<file path="config.mk">
export PLATFORM = sky130hd
export DESIGN_NAME = rx_addr_filter
export DESIGN_NICKNAME = d
export VERILOG_FILES = /design/src/rtl/rx_af_pkg.sv /design/src/rtl/rx_af_entry.sv /design/src/rtl/rx_af_prio.sv /design/src/rtl/rx_addr_filter.sv
export SDC_FILE = /design/constraint.sdc
export NUM_CORES = 2
export LEC_CHECK = 0
export BUFFER_PORTS_ARGS = -buffer_cell sky130_fd_sc_hd__buf_2
export CORE_UTILIZATION = 30
export CTS_CLUSTER_SIZE = 16
export DETAILED_ROUTE_END_ITERATION = 7
export GPL_ROUTABILITY_DRIVEN = 1
export RECOVER_POWER = 100
export REMOVE_ABC_BUFFERS = 1
export SYNTH_ARGS = -nofsm -noshare
export SYNTH_HDL_FRONTEND = slang
export SYNTH_SLANG_ARGS = --single-unit
</file>
<file path="constraint.sdc">
create_clock -name clk -period 3.7 [get_ports clk]
set_input_delay 0.555 -clock clk [delete_from_list [all_inputs] [get_ports clk]]
set_output_delay 0.555 -clock clk [all_outputs]
set_load 0.02 [all_outputs]
</file>
<file path="src/rtl/rx_af_pkg.sv">
package rx_af_pkg;
    localparam int WORD_W = 32;
    localparam int MAC_W  = 48;
    localparam int ARM_BIT = 31;

    typedef logic [WORD_W-1:0] word_t;
    typedef logic [MAC_W-1:0]  mac_t;

    // Rebuild a network-order address from the two little-endian words.
    function automatic mac_t words_to_mac(input word_t lo, input word_t hi);
        return {lo[7:0], lo[15:8], lo[23:16], lo[31:24], hi[7:0], hi[15:8]};
    endfunction
endpackage

</file>
<file path="src/rtl/rx_af_entry.sv">
module rx_af_entry
    import rx_af_pkg::*;
(
    input  logic  clk,
    input  logic  rst_n,
    input  logic  we_lo,
    input  logic  we_hi,
    input  logic  av_block,
    input  word_t wdata,
    input  mac_t  da,
    output word_t lo_q,
    output word_t hi_q,
    output logic  match
);
    mac_t stored;

    always_ff @(posedge clk) begin
        if (!rst_n) begin
            lo_q <= '0;
            hi_q <= '0;
        end else begin
            if (we_lo) lo_q <= wdata;
            if (we_hi) hi_q <= {wdata[ARM_BIT] & ~av_block, wdata[ARM_BIT-1:0]};
        end
    end

    always_comb begin
        stored = words_to_mac(lo_q, hi_q);
        match  = hi_q[ARM_BIT] && (stored != '0) && (stored == da);
    end


    arm_blocked_chk: assert property (@(posedge clk) disable iff (!rst_n)
        (we_hi && av_block) |=> !hi_q[ARM_BIT]);

    zero_addr_no_match_chk: assert property (@(posedge clk) disable iff (!rst_n)
        match |-> (da != '0));
endmodule

</file>
<file path="src/rtl/rx_af_prio.sv">
module rx_af_prio #(
    parameter int N  = 16,
    parameter int IW = 4
) (
    input  logic [N-1:0]  req,
    output logic          any,
    output logic [IW-1:0] idx
);
    always_comb begin
        any = |req;
        idx = '0;
        for (int i = N - 1; i >= 0; i--) begin
            if (req[i]) idx = IW'(i);
        end
    end
endmodule

</file>
<file path="src/rtl/rx_addr_filter.sv">
module rx_addr_filter
    import rx_af_pkg::*;
#(
    parameter int ENTRIES = 16,
    localparam int IDX_W  = (ENTRIES > 1) ? $clog2(ENTRIES) : 1,
    localparam int RA_W   = IDX_W + 1
) (
    input  logic             clk,
    input  logic             rst_n,
    input  logic             av_block,
    input  logic             reg_we,
    input  logic [RA_W-1:0]  reg_addr,
    input  logic [31:0]      reg_wdata,
    input  logic [RA_W-1:0]  reg_raddr,
    output logic [31:0]      reg_rdata,
    input  logic             da_valid,
    input  logic [47:0]      da,
    output logic             hit_valid,
    output logic             hit,
    output logic [IDX_W-1:0] hit_idx
);
    localparam int SLOTS = 1 << IDX_W;

    word_t              lo_arr [SLOTS];
    word_t              hi_arr [SLOTS];
    logic [ENTRIES-1:0] match_vec;
    logic               any_match;
    logic [IDX_W-1:0]   first_idx;
    logic [IDX_W-1:0]   wr_sel;
    logic [IDX_W-1:0]   rd_sel;

    assign wr_sel = reg_addr[RA_W-1:1];
    assign rd_sel = reg_raddr[RA_W-1:1];

    for (genvar g = 0; g < SLOTS; g++) begin : g_slot
        if (g < ENTRIES) begin : g_ent
            rx_af_entry u_ent (
                .clk      (clk),
                .rst_n    (rst_n),
                .we_lo    (reg_we && !reg_addr[0] && (wr_sel == IDX_W'(g))),
                .we_hi    (reg_we &&  reg_addr[0] && (wr_sel == IDX_W'(g))),
                .av_block (av_block),
                .wdata    (reg_wdata),
                .da       (da),
                .lo_q     (lo_arr[g]),
                .hi_q     (hi_arr[g]),
                .match    (match_vec[g])
            );
        end else begin : g_pad
            assign lo_arr[g] = '0;
            assign hi_arr[g] = '0;
        end
    end

    rx_af_prio #(.N(ENTRIES), .IW(IDX_W)) u_prio (
        .req (match_vec),
        .any (any_match),
        .idx (first_idx)
    );

    assign reg_rdata = reg_raddr[0] ? hi_arr[rd_sel] : lo_arr[rd_sel];

    always_ff @(posedge clk) begin
        if (!rst_n) begin
            hit_valid <= 1'b0;
            hit       <= 1'b0;
            hit_idx   <= '0;
        end else begin
            hit_valid <= da_valid;
            hit       <= da_valid && any_match;
            hit_idx   <= (da_valid && any_match) ? first_idx : '0;
        end
    end


    result_follows_chk: assert property (@(posedge clk) disable iff (!rst_n)
        hit_valid == $past(da_valid));

    hit_needs_valid_chk: assert property (@(posedge clk) disable iff (!rst_n)
        hit |-> hit_valid);

    idle_idx_zero_chk: assert property (@(posedge clk) disable iff (!rst_n)
        !hit |-> (hit_idx == '0));

    idx_matched_chk: assert property (@(posedge clk) disable iff (!rst_n)
        hit |-> ((($past(match_vec) >> hit_idx) & ENTRIES'(1)) != '0));

    lowest_wins_chk: assert property (@(posedge clk) disable iff (!rst_n)
        hit |-> (($past(match_vec) & ((ENTRIES'(1) << hit_idx) - ENTRIES'(1))) == '0));
endmodule

</file>
==> flow_metrics.tcl <==
set metrics [dict create \
    nets 6745 \
    pwr-share-clk_pct 47.0 \
    synthCells 6506 \
    netlist.top_cell.by_area "dfxtp_1" \
    hold_path_class "in2reg" \
    seq_area_frac_synth_pct 36.4 \
    start_util_pct 30.2 \
    drt_first_pass_iters 8 \
    grt_antenna_before_repair 35 \
    cts_max_level 3 \
    cp_max_fo 18 \
    core-area_sq_um 188000 \
    peakVddDrop_mv 0.420 \
    netlist-cell-type-count 57 \
    post_cts_resized 0 \
    crit_arrival_ns 3.13 \
    gp_congestion 1.05 \
    routed_via_density 5.82 \
    vias 53900 \
    wl_per_cell_um 37.1 \
    clock-sinks 1030 \
    area_growth_pct 17.5 \
    hold_buffers 0 \
    cts_max_path_buffers 3 \
    critPathKind "in2out" \
    finish.utilization_pct 35.5 \
    grt_usage_pct 35.0 \
    power_density_nw_per_um2 410 \
    fp-row-count 159 \
    place_area_sq_um 62700 \
    failed_checks "DRC, capacitance limit, slew limit" \
    pin_count 133 \
    ys_seq_elements 1030 \
    register_area_sq_um 20600 \
    p_int_mw 19.6 \
    grt_pass1_vias 50200 \
    async_flop_share_pct 0 \
    first_iter_violations 7507 \
    combPwrFrac_pct 11.6 \
    cts_inserted_buffers 120 \
    tightestPinTransition_ns 2.28 \
    root_buffer "clkbuf_16" \
    slew_violations 342 \
    drc 24 \
    synth_top_area_share_pct 36.4 \
    cp.required_ns 3.14 \
    wl_um 343000 \
    power.switching_mw 7.70 \
    critPathLaunchType "input pin" \
    skew_ns 0.0307 \
    grt_pass1_wl_um 457000 \
    status "finished, violations left" \
    holdWs_ns 0.212 \
    grt_max_degree 170 \
    dp_hpwl_um 257000 \
    synth_ff_type "dfxtp_1" \
    clk_pin_slew_ns 0.06 \
    switching_share_pct 28.2 \
    synth_area_leaders "dfxtp_1 (36%), nand2_1 (14%), a21boi_0 (14%)" \
    multi_input_area_sq_um 33700 \
    r2r_slack_ns 0.06 \
    syn_avg_cell_area_sq_um 8.72 \
    die_w_um 437 \
    synth_area_sq_um 56700 \
    clk_latency_ns 0.80 \
    fillCellCount 19200 \
    die_height_um 437 \
    dieArea_sq_um 191000 \
    yosysWarningCount 0 \
    p_leak_nw 23.1 \
    timing_hold_violations_final 0 \
    portBuffers 132 \
    synth_edf_count 0 \
    max_freq_ghz 0.272 \
    cts_tree "built" \
    final_layout_size_suffix_gt1_share_pct 17.5 \
    grt_overflow 0 \
    grt_setup_unrepaired "no" \
    stdcell_area_sq_um 66700 \
    cap_violations 4 \
    p_seq_share_pct 41.4 \
    end_kind "primary output" \
    postCtsSetupBuffers 0 \
    setup_viol 0 \
    ant_nets 0 \
    max_slew_margin_pct -52.2 \
    timing.final.crit_share_pct 99.5 \
    final.min_clock_period_ns 3.68 \
]
## metal layers
| layer | wire length (um) | global-route usage, % | up-vias |
|---|---|---|---|
| met2 | 149000 | 53.1 | 3379 |
| met1 | 133000 | 44.3 | 27000 |
| met3 | 30400 | 6.25 | 813 |
| met5 | 55 | 0 | - |
| met4 | 30700 | 26.2 | 8 |
| li1 | - | - | 22600 |
## critical path, cell delays in order
cell and delay, ns:
buf_8 0.27, buf_6 0.36, mux4_2 0.67, mux4_2 0.68
mux2_2 0.37, buf_2 0.17
## metrics by stage
stage | instances | setup TNS, ns | worst slack, ns | power [mW]
after floorplan | 5927 | 0 | 0.778 | 12.4
after global placement | 9023 | -1.45 | -0.385 | 14.6
after detailed placement | 9023 | -1.32 | -0.360 | 14.6
after CTS | 9246 | 0 | 0.0767 | 27.3
after global routing | 9251 | 0 | 0.0682 | 27.8
final | 9262 | 0 | 0.0197 | 27.3
## synth_stat cells (4+ instances only)
cell type,number
a21boi_0,1025
a21oi_1,10
a221oi_1,7
a222oi_1,6
buf_1,28
buf_2,77
buf_4,9
buf_6,9
clkbuf_1,456
dfxtp_1,1030
inv_1,41
inv_2,7
mux2_2,32
mux4_2,320
nand2_1,2091
nand2b_1,10
nand3_1,24
nand4_1,133
nor2_1,37
nor2b_1,8
nor3_1,40
nor4_1,318
nor4_2,4
o21ai_0,4
o221ai_1,6
o22ai_1,14
o2bb2ai_1,6
or4_1,4
xnor2_1,231
xor2_1,480
## power by group through the flow
stage | Sequential (mW) | Clock [mW] | Combinational, mW
2_1_floorplan | 11.5 | 0 | 0.924
3_3_place_gp | 11.5 | 0 | 3.08
3_5_place_dp | 11.5 | 0 | 3.06
4_1_cts | 11.3 | 12.9 | 3.07
5_1_grt | 11.3 | 13.4 | 3.17
6_report | 11.3 | 12.8 | 3.17
## final cells by class
class	count	share of cell area, %
Inverter	48	0.270
Clock inverter	54	1.01
Clock buffer	169	5.25
Tap cell	2495	4.68
Sequential cell	1030	30.9
Multi-Input combinational cell	4849	50.5
Timing Repair Buffer	601	7.27
Antenna cell	16	0.0601
## cell families after synthesis
family	Yosys count	share of synthesized area [%]
buf+inv	627	4.50
mux	352	13.3
flops	1030	36.4
simple gates	2686	20.2
xor+xnor	712	11.0
compound gates	1099	14.6
## cell usage in the layout (no fill, tap or decap), drive strengths merged, types with 7 or more instances in the layout
cell type  synthesis  final
nor2b              8      8
o21ai              8      8
nor2              37     37
nand2b            10     10
bufinv             0     12
xnor2            231    231
o22ai             14     14
clkbuf           456    223
a21boi          1026   1026
a221oi             7      7
nand2           2091   2091
dfxtp           1030   1030
nor4             322    322
nand4            133    133
clkinv             0     34
diode              0     16
buf              123    547
mux4             320    320
clkinvlp           0      7
a21oi             10     10
mux2              32     32
xor2             481    481
inv               48     49
nand3             24     24
nor3              40     40
## path summary, 6_finish.rpt
check	start	end	cells after the start
worst max-delay path	reg_raddr[1]	reg_rdata[17]	6
worst min register to register	g_slot[2].g_ent.u_ent.hi_q[23]	g_slot[2].g_ent.u_ent.hi_q[23]	2
worst max register to register	g_slot[6].g_ent.u_ent.lo_q[20]	hit_idx[1]	11
worst min-delay path	reg_wdata[31]	g_slot[0].g_ent.u_ent.lo_q[31]	3
## flip-flops by register name, indices dropped and copies added (netlist names)
register	cells
g_slot.g_ent.u_ent.hi_q	512
hit_valid	1
hit	1
hit_idx	4
g_slot.g_ent.u_ent.lo_q	512
Power figures use the tool's default switching activity.
